<file path="src/rtl/wdg_pkg.sv">
package wdg_pkg;
  localparam int unsigned RATE_W        = 3;
  localparam int unsigned BYTE_W        = 8;
  localparam int unsigned FAST_GRAN_EXP = 11;
  localparam int unsigned SLOW_GRAN_EXP = 13;
  localparam int unsigned MAX_EXP       = 23;
  // step counter must hold the largest step count (2^(23-13)) itself
  localparam int unsigned CNT_W         = MAX_EXP - SLOW_GRAN_EXP + 1;

  localparam int unsigned CFG_RATE_LSB  = 0;
  localparam int unsigned CFG_WIN_BIT   = 4;
  localparam int unsigned CFG_DIS_BIT   = 5;

  localparam logic ADDR_CTRL = 1'b0;
  localparam logic ADDR_SVC  = 1'b1;

  localparam logic [BYTE_W-1:0] KEY_ARM  = 8'h55;
  localparam logic [BYTE_W-1:0] KEY_FIRE = 8'hAA;

  typedef enum logic {SVC_IDLE, SVC_ARMED} svc_state_e;

  typedef struct packed {
    logic [RATE_W-1:0] rate;
    logic              win_en;
    logic              rst_dis;
  } wdg_cfg_t;

  // codes 1..3 step on the fine prescaler tap
  function automatic logic rate_is_fast(input logic [RATE_W-1:0] code);
    return (code != '0) && (code <= 3'd3);
  endfunction

  // log2 of the number of prescaler steps in one period
  function automatic int unsigned steps_log2(input logic [RATE_W-1:0] code);
    case (code)
      3'd1:    return 2;
      3'd2:    return 4;
      3'd3:    return 6;
      3'd4:    return 6;
      3'd5:    return 8;
      3'd6:    return 9;
      3'd7:    return 10;
      default: return 0;
    endcase
  endfunction
endpackage

</file>
<file path="src/rtl/wdg_cfg_regs.sv">
module wdg_cfg_regs
  import wdg_pkg::*;
#(
  parameter logic [RATE_W-1:0] RST_RATE = '0
) (
  input  logic              clk,
  input  logic              rst_n,
  input  logic              special_mode,
  input  logic              wr,
  input  logic [RATE_W-1:0] rate_in,
  input  logic              win_in,
  input  logic              dis_in,
  output wdg_cfg_t          cfg
);
  logic locked;

  always_ff @(posedge clk or negedge rst_n) begin
    if (!rst_n) begin
      cfg.rate    <= RST_RATE;
      cfg.win_en  <= 1'b0;
      cfg.rst_dis <= 1'b0;
      locked      <= 1'b0;
    end else if (wr) begin
      if (special_mode) begin
        cfg.rate    <= rate_in;
        cfg.win_en  <= win_in;
        cfg.rst_dis <= dis_in;
      end else if (!locked) begin
        cfg.rate   <= rate_in;
        cfg.win_en <= win_in;
        locked     <= 1'b1;
      end
    end
  end

  assert_lock_holds_R9: assert property (@(posedge clk) disable iff (!rst_n)
    (locked && !special_mode) |=> $stable({cfg.rate, cfg.win_en}));

  assert_dis_special_only_R10: assert property (@(posedge clk) disable iff (!rst_n)
    !special_mode |=> $stable(cfg.rst_dis));
endmodule

</file>
<file path="src/rtl/wdg_prescaler.sv">
module wdg_prescaler
  import wdg_pkg::*;
#(
  // divides every period by 2^SCALE; must stay at or below 10
  parameter int unsigned SCALE = 0
) (
  input  logic clk,
  input  logic rst_n,
  output logic tick_fast,
  output logic tick_slow
);
  localparam int unsigned FG = FAST_GRAN_EXP - SCALE;
  localparam int unsigned SG = SLOW_GRAN_EXP - SCALE;

  logic [SG-1:0] pre;

  always_ff @(posedge clk or negedge rst_n) begin
    if (!rst_n) pre <= '0;
    else        pre <= pre + 1'b1;
  end

  assign tick_fast = &pre[FG-1:0];
  assign tick_slow = &pre;
endmodule

</file>
<file path="src/rtl/wdg_period.sv">
module wdg_period
  import wdg_pkg::*;
(
  input  logic              clk,
  input  logic              rst_n,
  input  logic [RATE_W-1:0] rate,
  input  logic              tick_fast,
  input  logic              tick_slow,
  input  logic              restart,
  output logic              timeout,
  output logic              in_window
);
  localparam logic [CNT_W-1:0] ONE = {{(CNT_W-1){1'b0}}, 1'b1};
  localparam logic [CNT_W-1:0] TWO = {{(CNT_W-2){1'b0}}, 2'b10};

  logic             rate_on;
  logic             tick;
  logic [CNT_W-1:0] cnt;
  logic [CNT_W-1:0] limit;
  logic [CNT_W-1:0] open_at;
  logic [CNT_W-1:0] close_at;

  assign rate_on  = (rate != '0);
  assign tick     = rate_is_fast(rate) ? tick_fast : tick_slow;
  assign limit    = rate_on ? (ONE << steps_log2(rate)) : '0;
  assign open_at  = limit - (limit >> 2);
  assign close_at = limit - TWO;

  assign timeout   = rate_on && tick && (cnt >= limit);
  assign in_window = rate_on && (cnt >= open_at) && (cnt <= close_at);

  always_ff @(posedge clk or negedge rst_n) begin
    if (!rst_n)                   cnt <= '0;
    else if (!rate_on || restart) cnt <= '0;
    else if (tick && !(&cnt))     cnt <= cnt + ONE;
  end

  assert_restart_clears_R4: assert property (@(posedge clk) disable iff (!rst_n)
    restart |=> (cnt == '0));
endmodule

</file>
<file path="src/rtl/wdg_service.sv">
module wdg_service
  import wdg_pkg::*;
(
  input  logic              clk,
  input  logic              rst_n,
  input  logic              svc_wr,
  input  logic [BYTE_W-1:0] svc_data,
  input  logic              win_en,
  input  logic              in_window,
  input  logic              clear,
  output logic              restart_ok,
  output logic              fault
);
  svc_state_e state, state_nxt;

  always_comb begin
    state_nxt  = state;
    restart_ok = 1'b0;
    fault      = 1'b0;
    if (svc_wr) begin
      if (svc_data == KEY_ARM) begin
        if (win_en && !in_window) begin
          fault     = 1'b1;
          state_nxt = SVC_IDLE;
        end else begin
          state_nxt = SVC_ARMED;
        end
      end else if (svc_data == KEY_FIRE) begin
        if (state == SVC_ARMED) restart_ok = 1'b1;
        else                    fault      = 1'b1;
        state_nxt = SVC_IDLE;
      end else begin
        fault     = 1'b1;
        state_nxt = SVC_IDLE;
      end
    end
  end

  always_ff @(posedge clk or negedge rst_n) begin
    if (!rst_n)     state <= SVC_IDLE;
    else if (clear) state <= SVC_IDLE;
    else            state <= state_nxt;
  end
endmodule

</file>
<file path="src/rtl/windowed_watchdog.sv">
module windowed_watchdog
  import wdg_pkg::*;
#(
  parameter int unsigned       SCALE    = 0,
  parameter logic [RATE_W-1:0] RST_RATE = '0
) (
  input  logic              clk,
  input  logic              rst_n,
  input  logic              special_mode,
  input  logic              wr_en,
  input  logic              wr_addr,
  input  logic [BYTE_W-1:0] wr_data,
  input  logic              rd_addr,
  output logic [BYTE_W-1:0] rd_data,
  output logic              rst_req
);
  wdg_cfg_t cfg;
  logic     tick_fast, tick_slow;
  logic     timeout, in_window;
  logic     restart_ok, fault;
  logic     rate_on;
  logic     ctrl_wr, svc_wr;

  assign rate_on = (cfg.rate != '0);
  assign ctrl_wr = wr_en && (wr_addr == ADDR_CTRL);
  assign svc_wr  = wr_en && (wr_addr == ADDR_SVC) && rate_on;

  wdg_cfg_regs #(.RST_RATE(RST_RATE)) u_regs (
    .clk          (clk),
    .rst_n        (rst_n),
    .special_mode (special_mode),
    .wr           (ctrl_wr),
    .rate_in      (wr_data[CFG_RATE_LSB +: RATE_W]),
    .win_in       (wr_data[CFG_WIN_BIT]),
    .dis_in       (wr_data[CFG_DIS_BIT]),
    .cfg          (cfg)
  );

  wdg_prescaler #(.SCALE(SCALE)) u_pre (
    .clk       (clk),
    .rst_n     (rst_n),
    .tick_fast (tick_fast),
    .tick_slow (tick_slow)
  );

  wdg_period u_period (
    .clk       (clk),
    .rst_n     (rst_n),
    .rate      (cfg.rate),
    .tick_fast (tick_fast),
    .tick_slow (tick_slow),
    .restart   (restart_ok | timeout | fault),
    .timeout   (timeout),
    .in_window (in_window)
  );

  wdg_service u_svc (
    .clk        (clk),
    .rst_n      (rst_n),
    .svc_wr     (svc_wr),
    .svc_data   (wr_data),
    .win_en     (cfg.win_en),
    .in_window  (in_window),
    .clear      (timeout | ~rate_on),
    .restart_ok (restart_ok),
    .fault      (fault)
  );

  always_ff @(posedge clk or negedge rst_n) begin
    if (!rst_n) rst_req <= 1'b0;
    else        rst_req <= (timeout | fault) & ~cfg.rst_dis & ~rst_req;
  end

  always_comb begin
    rd_data = '0;
    if (rd_addr == ADDR_CTRL) begin
      rd_data[CFG_RATE_LSB +: RATE_W] = cfg.rate;
      rd_data[CFG_WIN_BIT]            = cfg.win_en;
      rd_data[CFG_DIS_BIT]            = cfg.rst_dis;
    end
  end

  assert_off_silent_R2: assert property (@(posedge clk) disable iff (!rst_n)
    (cfg.rate == '0) |=> !rst_req);

  assert_bad_byte_R5: assert property (@(posedge clk) disable iff (!rst_n)
    (wr_en && wr_addr == ADDR_SVC && wr_data != KEY_ARM && wr_data != KEY_FIRE
     && cfg.rate != '0 && !cfg.rst_dis && !rst_req) |=> rst_req);

  assert_suppress_R11: assert property (@(posedge clk) disable iff (!rst_n)
    cfg.rst_dis |=> !rst_req);

  assert_single_pulse_R12: assert property (@(posedge clk) disable iff (!rst_n)
    rst_req |=> !rst_req);
endmodule

</file>
<file path="config.mk">
export PLATFORM = sky130hd
export DESIGN_NAME = windowed_watchdog
export DESIGN_NICKNAME = d
export VERILOG_FILES = /design/src/rtl/wdg_pkg.sv /design/src/rtl/wdg_cfg_regs.sv /design/src/rtl/wdg_prescaler.sv /design/src/rtl/wdg_period.sv /design/src/rtl/wdg_service.sv /design/src/rtl/windowed_watchdog.sv
export SDC_FILE = /design/constraint.sdc
export NUM_CORES = 1
export LEC_CHECK = 0
export BUFFER_PORTS_ARGS = -buffer_cell sky130_fd_sc_hd__buf_4
export CAP_MARGIN = 10
export CORE_ASPECT_RATIO = 1.75
export CORE_MARGIN = 3
export CORE_UTILIZATION = 50
export CTS_CLUSTER_SIZE = 24
export DETAILED_ROUTE_END_ITERATION = 16
export PLACE_DENSITY = 0.68
export SETUP_SLACK_MARGIN = 0.4
export SLEW_MARGIN = 20
export SYNTH_ARGS = -nofsm -noshare
export SYNTH_HDL_FRONTEND = slang
export SYNTH_SLANG_ARGS = --single-unit
</file>
<file path="constraint.sdc">
create_clock -name clk -period 5 [get_ports clk]
set_input_delay 0.25 -clock clk [delete_from_list [all_inputs] [get_ports clk]]
set_output_delay 0.25 -clock clk [all_outputs]
set_load 0.02 [all_outputs]
</file>
==> results of run 1 <==
==> critical path, cell delays in order (launching register included) <==
cell	delay, ns
dfrtp_1	0.52
or3b_2	0.59
inv_1	0.11
ha_1	0.19
inv_1	0.05
a21o_1	0.17
a21oi_1	0.24
a2bb2oi_2	0.26
a21oi_1	0.13
o311ai_0	0.42
ha_1	0.34
a2111oi_2	0.36
a21oi_1	0.14
o311ai_2	0.22
buf_4	0.26
nor3_1	0.08
==> cells in the mapped netlist (all sizes together) (3+ instances only) <==
master / count
nor4bb: 3
clkbuf: 3
nand3: 14
a211oi: 4
dfrtp: 32
nand2: 15
a21oi: 18
o21ai: 13
xnor2: 15
and2: 4
mux2: 5
nor2b: 7
ha: 45
nor3: 20
a211o: 3
xor2: 13
nand2b: 6
nor2: 11
or2: 4
o211ai: 4
a2111oi: 3
nand4: 15
buf: 7
and3: 5
inv: 16
==> layout make-up <==
cell class,instances,area [sq um]
multi-input cells,272,2080
clock inverters,3,42.5
fillers,540,2320
clock buffers,5,68.8
inverters,16,60.1
repair buffers,21,160
flip-flops and latches,32,801
well taps,76,95.1
==> registers in the layout (all words and copies together), names as in the netlist <==
signal and cells:
u_svc.state 1, u_regs.locked 1, u_regs.cfg 5, rst_req 1, u_pre.pre 13, u_period.cnt 11
==> through the flow <==
step                std cells  worst slack [ns]  total power, W  cell area, sq um  util [%]
floorplan                 330              1.07        0.000583              3000         -
global placement          416             0.727        0.000667              3180      56.4
detailed placement        416             0.630        0.000674              3180      56.4
CTS                       425             0.594        0.000924              3300      58.6
global route              425             0.429        0.000993              3310      58.7
finish                    425             0.757        0.000923              3310      58.7
==> per-layer routing <==
layer	vias to the layer above	part of all wire [%]	wire, um
met3	10	0.90	59
met1	1183	38	2500
met4	0	2.3	153
met5	-	0	0
met2	18	59	3870
li1	1206	-	-
==> power groups by stage <==
stage | combinational (W) | sequential, W | clock, W
2_1_floorplan | 0.000298 | 0.000285 | 0
3_3_place_gp | 0.000371 | 0.000296 | 0
3_5_place_dp | 0.000377 | 0.000297 | 0
4_1_cts | 0.000381 | 0.000292 | 0.000251
5_1_grt | 0.000437 | 0.000296 | 0.000260
6_report | 0.000384 | 0.000292 | 0.000247
==> worst min path at each step <==
stage / start / to / slack (ns) / cells after the start
2_1_floorplan: rst_n / rst_req / -0.05 / 0
4_1_cts: special_mode / u_regs.locked / 0.15 / 2
6_report: special_mode / u_regs.locked / 0.16 / 2
5_1_grt: special_mode / u_regs.locked / 0.17 / 2
3_5_place_dp: rst_n / u_regs.locked / 0.21 / 1
3_3_place_gp: rst_n / u_regs.cfg[3] / 0.21 / 1
==> timing repair <==
item	CTS	global route
endpoints found under the setup margin	0	13
hold buffers	1	0
endpoints found under the hold margin	32	0
buffers inserted	0	0
gates resized for setup	0	2
==> logic make-up after synthesis <==
group                    after synthesis  share of synthesized area [%]
flip-flops                            32                           27.3
AND/OR/NAND/NOR                      112                           22.9
AO/OA/AOI/OAI                         62                           15.1
other                                  2                          0.256
buffers and inverters                 26                           4.39
XOR/XNOR                              28                           8.35
multiplexers                           5                           1.92
adder cells (fa/ha/maj)               46                           19.8
==> results.md, run 1 <==
* Reg2Reg Depth at 15
* Synth area leader: dfrtp_1
* Antenna Cells at 0
* Final setup viols at 0
* Std-Cell Rows at 36
* Residual DRC at 0
* Top FF cell, synth: dfrtp_1
* WP data arrival at 4.38 ns
* H-tree levels at 2
* Hpwl dp at 5290 um
* Avg Cell Area, Syn at approximately 9.4 sq um
* Crit end category: flop
* Final hold vios at 0
* Final Net Count at 408
* GR Util All Layers at 21.3%
* Routed WL at 6590 um
* R2R Setup Slk at 0.76 ns
* Slew @ Worst Pin at 0.705 ns
* Fin crit share at 84.9%
* Slew margin rel. at 52.8%
* Internal Pwr Total at 0.000585 W
* Most common cell after layout, fill and taps aside: ha_1
* Leakage Power at 1.53 nW
* Largest fanout on the critical path at 15
* Final slew viol count at 0
* Aggregate negative setup slack at 0 ns
* Top cell type's share of synthesized area at roughly 27%
* Critical path endpoint: u_period.cnt[0]
* Part of the power in registers at 31.7%
* Synth area leaders: dfrtp_1, ha_1, xnor2_1
* Class of the worst hold path: primary input to flop
* Min Tclk post-route at 4.24 ns
* Vias in the first global route at 2548
* Buffer levels on the longest clock path at 2
* First-pass GRT wire length at 11600 um
* CTS tree: yes
* Status: completed
* # IOs at 23
* Avg WL per Cell at ~15 um
* CTS Buf Count at 5
* GR Util met3 at 1.78%
* Critical Path Start Type: flop
* NetSw at 0.000338 W
* Ys async rst share at 100%
* M2 GR Usage at 42.3%
* CTS root buffer: clkbuf_8
* PD cells at 279 nW/um^2
* Die Wd at roughly 64 um
* Port bufs at 19
* Grt peak-use layer: met2
* DR iter-0 viols at 70
* Largest net degree at the start of global routing at 33
* Clk slew on worst S/H paths at 0.07 ns
* Core Footprint at 5630 sq um
* Comb pwr share at around two fifths
* Seq/Total Area, Yosys at 27.3%
* Seq cells post-synth at 32
* Die H at 107 um
* Max Clk Rate at 236 MHz
* ANT nets after route at 0
* Max VDD drop at roughly 0.0002 V
* Critical setup path kind: flop to flop
* Share of post-route cells with drive strength above 1 at 16.6%
* Met1 GRT Util at 22.2%
* Pre-Repair DR Iteration Count at 4
* Sw Share at 36.6%
* Power share of the clock group at 26.7%
* GRT overflow at 0
* Critical Path RT at around 5.1 ns
* Max Cap Viol at 0
* RSZ-0062 raised after global routing: no
* Most frequent cells in the layout: ha_1, dfrtp_1, buf_4
* Final GP Congestion at roughly 0.86
* Worst r2r dst: u_period.cnt[0]
* Worst setup startpoint: u_regs.cfg[3]
* Initial antenna violation count at 0
* Final hold slack at around 0.16 ns
* Post-synth EDFFs at 0
* CTS Sinks at 32
* Worst skew pair latency at a little under 0.3 ns
* Cell area after synthesis at approximately 2900 sq um
* P&R area growth vs syn at 12.5%
* Starting density of the core at 52.2%
* Full die area at 6870 sq um
* Vias per inst at 5.69
* Cells after Synth at 313
* Yosys warns at 0
* Unique masters post-synth at 56
* Vias at around 2400
* Post-Route Skew at 0.00991 ns
* R2r startpoint: u_regs.cfg[3]
Note: power is estimated with default switching activity, not from simulation.
==> run 2: changes to the inputs <==
clock period = 4 ns   (was 5 ns; I/O delays follow)
==> results.md, run 2 (synthesis gave the netlist of run 1 again) <==
* Slew margin rel. at 53.1%
* Full die area at about 6900 sq um
* Starting density of the core at 52.2%
* Share of post-route cells with drive strength above 1 at 25.3%
* Die H at between 100 and 150 um
* Initial antenna violation count at 0
* Post-Route Skew at 0.00891 ns
* Buffer levels on the longest clock path at 2
* Slew @ Worst Pin at 0.702 ns
* Worst skew pair latency at 0.29 ns
* Final hold vios at 0
* # IOs at 23
* Critical setup path kind: flop to flop
* Final Net Count at 426
* Final setup viols at 0
* Hpwl dp at 5340 um
* First-pass GRT wire length at approximately 11000 um
* Leakage Power at 1.62 nW
* Crit end category: flop
* Largest regs: u_pre.pre x13, u_period.cnt x11, u_regs.cfg x5
* Max Clk Rate at 278 MHz
* Avg WL per Cell at between 15 and 20 um
* Largest fanout on the critical path at 4
* CTS tree: yes
* CTS Sinks at 32
* GR Util All Layers at about a fifth
* Worst setup startpoint: u_regs.cfg[3]
* Critical Path RT at around 4.2 ns
* ANT nets after route at 0
* Most common cell after layout, fill and taps aside: ha_1
* H-tree levels at 2
* Vias per inst at 5.65
* Largest net degree at the start of global routing at 33
* Residual DRC at 0
* DR iter-0 viols at 90
* Class of the worst hold path: primary input to flop
* Most frequent cells in the layout: ha_1, buf_4, dfrtp_1
* R2r startpoint: u_regs.cfg[3]
* CTS root buffer: clkbuf_8
* Clk slew on worst S/H paths at 0.08 ns
* Critical Path Start Type: flop
* Port bufs at 19
* PD cells at 345 nW/um^2
* Fin crit share at 90.0%
* RSZ-0062 raised after global routing: yes
* CTS Buf Count at 5
* Max Cap Viol at 0
* Vias at 2505
* Aggregate negative setup slack at 0 ns
* Pre-Repair DR Iteration Count at 4
* Antenna Cells at 0
* Final GP Congestion at 0.853
* Max VDD drop at 0.000340 V
* Routed WL at 6940 um
* Vias in the first global route at ~2600
* Core Footprint at 5630 sq um
* Placed Instances at 422
* Largest reg by FF count: u_pre.pre
* Flip-flop count of the largest register after layout at 13
* P&R area growth vs syn at 20.1%
* Std-Cell Rows at 36
* GRT overflow at 0
* Final slew viol count at 0
* Min Tclk post-route at 3.60 ns
* Fin util at 62.6%
* Final std cells w/o fill at 443
* Worst hold start: special_mode
* WP data arrival at 3.77 ns
* Status: completed
* Die Wd at 63.9 um
[run 2: timing repair]
action	CTS	global route
endpoints found under the hold margin	32	0
gates resized for setup	9	8
pin swaps	13	9
setup buffers	6	5
hold buffers	1	0
gates cloned	1	0
endpoints found under the setup margin	13	13
[run 2: per-stage QoR]
stage	hold slack [ns]	area (sq um)	power [W]	setup WS, ns
6_report	0.0976	3530	0.00122	0.401
5_1_grt	0.108	3530	0.00130	0.188
4_1_cts	0.0893	3450	0.00118	0.403
3_5_place_dp	0.161	3270	0.000890	0.125
3_3_place_gp	0.157	3270	0.000881	0.152
2_1_floorplan	-0.0956	3070	0.000762	0.429
[run 2: where the power goes]
part	leakage [nW]	internal, W	total [W]	switching (W)
combinational	1.16	0.000284	0.000607	0.000323
clock	0.0404	0.000123	0.000254	0.000131
sequential	0.412	0.000339	0.000356	0.0000170
total	1.62	0.000746	0.00122	0.000471
[run 2: worst paths after layout]
path | to | slack, ns | depth (start not counted)
min in group asynchronous | u_regs.locked | 0.36 | 2
hold reg to reg | u_pre.pre[10] | 0.48 | 1
hold / removal | u_regs.locked | 0.1 | 2
max in group asynchronous | u_regs.cfg[2] | 3.31 | 2
setup reg to reg | rst_req | 0.40 | 18
setup / recovery | rst_req | 0.40 | 18
[run 2: layer usage]
layer | wire [um] | track usage, %
met5 | 0 | 0
met3 | 79 | 2.09
met1 | 2580 | 20.7
met2 | 3910 | 39.2
met4 | 376 | 13.6
[run 2: layout make-up]
class	count	area, sq um
Clock buffer	5	68.8
Inverter	16	62.6
Sequential cell	32	805
Clock inverter	3	23.8
Multi-Input combinational cell	272	2170
Fill cell	488	2100
Timing Repair Buffer	39	307
Tap cell	76	95.1
[run 2: worst max-delay path, cell delays in order (launching register included)]
cell and delay [ns]:
dfrtp_2 0.43, or3b_4 0.44, inv_4 0.08, buf_6 0.09, ha_4 0.21, nor2b_4 0.12, o21ai_2 0.12, a21boi_1 0.10
o21ai_1 0.18, nand2b_1 0.09, xnor2_1 0.13, ha_1 0.30, nand4_1 0.12, a211o_1 0.30, a21oi_2 0.15, o311ai_2 0.11
buf_4 0.16, buf_4 0.15, a32o_1 0.21
==> run 3: changes to the inputs <==
==> constraint.sdc (replaced) <==
create_clock -name clk -period 4 [get_ports clk]
set_input_delay 0.8 -clock clk [delete_from_list [all_inputs] [get_ports clk]]
set_output_delay 0.8 -clock clk [all_outputs]
set_load 0.02 [all_outputs]
==> results.md, run 3 (synthesis gave the netlist of run 1 again) <==
* Largest reg by FF count: u_pre.pre
* Sw Share at between 30% and 40%
* CTS root buffer: clkbuf_8
* Std-Cell Rows at 36
* P&R area growth vs syn at 19.7%
* Largest fanout on the critical path at 4
* Most frequent cells in the layout: ha_1, buf_4, dfrtp_1
* Critical Path RT at 4.17 ns
* Avg WL per Cell at 15.7 um
* Largest net degree at the start of global routing at 33
* RSZ-0062 raised after global routing: yes
* Vias per inst at approximately 5.7
* Final hold vios at 0
* GRT overflow at 0
* Most common cell after layout, fill and taps aside: ha_1
* First-pass GRT wire length at 11300 um
* Comb pwr share at 49.8%
* Internal Pwr Total at approximately 0.00075 W
* # IOs at 23
* DR iter-0 viols at between 100 and 150
* Initial antenna violation count at 0
* Part of the power in registers at 29.3%
* Max Clk Rate at approximately 280 MHz
* Starting density of the core at between 50% and 60%
* Fin util at 62.5%
* Full die area at 6870 sq um
* Routed WL at 6960 um
* Slew @ Worst Pin at 0.702 ns
* Worst setup startpoint: u_regs.cfg[3]
* Buffer levels on the longest clock path at 2
* Min Tclk post-route at roughly 3.6 ns
* Worst skew pair latency at 0.29 ns
* Final slew viol count at 0
* CTS Buf Count at 5
* Die H at 107 um
* Share of post-route cells with drive strength above 1 at 25.4%
* Reg2Reg Depth at 18
* Hpwl dp at 5340 um
* Pre-Repair DR Iteration Count at 4
* Flip-flop count of the largest register after layout at 13
* Critical setup path kind: flop to flop
* Vias in the first global route at 2600
* Antenna Cells at 0
* Core Footprint at roughly 5600 sq um
* H-tree levels at 2
* Largest regs: u_pre.pre x13, u_period.cnt x11, u_regs.cfg x5
* Clk slew on worst S/H paths at 0.08 ns
* Aggregate negative setup slack at 0 ns
* Port bufs at 19
* NetSw at 0.000471 W
* Residual DRC at 0
* Final GP Congestion at 0.853
* Status: completed
* PD cells at about 350 nW/um^2
* Die Wd at about 64 um
* Post-Route Skew at 0.00891 ns
* Overall Power at 0.00122 W
* Final Net Count at 425
* Leakage Power at approximately 1.6 nW
* Power share of the clock group at a little over a fifth
* Fin crit share at 90.0%
* WP data arrival at 3.77 ns
* Fillers at 489
* CTS tree: yes
* Max VDD drop at 0.000340 V
* Final setup viols at 0
* Placed inst area at 3270 sq um
* R2r startpoint: u_regs.cfg[3]
* Slew margin rel. at 53.1%
* Class of the worst hold path: primary input to async pin
* Vias at 2504
* Fin area at ~3500 sq um
* ANT nets after route at 0
* Critical Path Start Type: flop
* Max Cap Viol at 0
* Crit end category: flop
* GR Util All Layers at 20.7%
* CTS Sinks at 32
## run 3: changes by cell type in the layout (fill, tap and decap cells not counted), sizes merged
cell and change:
dlygate4sd3 -1
## run 3: final cells by class
cell class                      instances  area [sq um]  share of cell area [%]
Clock buffer                            5          68.8                    1.96
Clock inverter                          3          23.8                   0.676
Multi-Input combinational cell        272          2170                    61.6
Tap cell                               76          95.1                    2.70
Inverter                               16          62.6                    1.78
Sequential cell                        32           805                    22.9
Timing Repair Buffer                   38           297                    8.43
## run 3: critical path: stages, from the launching register on
cell and delay (ns):
dfrtp_2 0.43, or3b_4 0.44, inv_4 0.08, buf_6 0.09, ha_4 0.21, nor2b_4 0.12
o21ai_2 0.12, a21boi_1 0.10, o21ai_1 0.18, nand2b_1 0.09, xnor2_1 0.13, ha_1 0.30
nand4_1 0.12, a211o_1 0.30, a21oi_2 0.15, o311ai_2 0.11, buf_4 0.16, buf_4 0.15
a32o_1 0.21
## run 3: power groups by stage
stage          Sequential (W)  Clock [W]  Combinational [W]
2_1_floorplan        0.000357          0           0.000405
3_3_place_gp         0.000362          0           0.000519
3_5_place_dp         0.000363          0           0.000526
4_1_cts              0.000355   0.000262           0.000566
5_1_grt              0.000357   0.000274           0.000672
6_report             0.000356   0.000254           0.000606
## run 3: final timing paths
check / endpoint / slack, ns
setup / recovery: rst_req / 0.40
hold / removal: u_regs.locked / 0.43
setup reg to reg: rst_req / 0.40
hold reg to reg: u_pre.pre[10] / 0.48
max in group asynchronous: u_regs.cfg[2] / 3.25
min in group clk: u_pre.pre[10] / 0.48
## run 3: stage by stage
| step | setup WS, ns | std cells | hold slack, ns |
|---|---|---|---|
| 6_report | 0.402 | 442 | 0.430 |
| 5_1_grt | 0.188 | 442 | 0.450 |
| 4_1_cts | 0.403 | 437 | 0.441 |
| 3_5_place_dp | 0.125 | 422 | 0.465 |
| 3_3_place_gp | 0.152 | 422 | 0.456 |
| 2_1_floorplan | 0.429 | 330 | 0.441 |
## run 3: timing repair
| action | 4_1_cts | 5_1_grt |
|---|---|---|
| setup buffers | 6 | 5 |
| gates resized for setup | 9 | 8 |
| gates cloned | 1 | 0 |
| setup endpoints to repair | 13 | 13 |
| hold buffers | 0 | 0 |
| pin swaps | 13 | 9 |
## run 3: routing by layer
| layer | global-route usage [%] | wire, um |
|---|---|---|
| met5 | 0 | 0 |
| met4 | 13.6 | 373 |
| met3 | 2.19 | 83 |
| met2 | 39.2 | 3920 |
| met1 | 20.7 | 2580 |
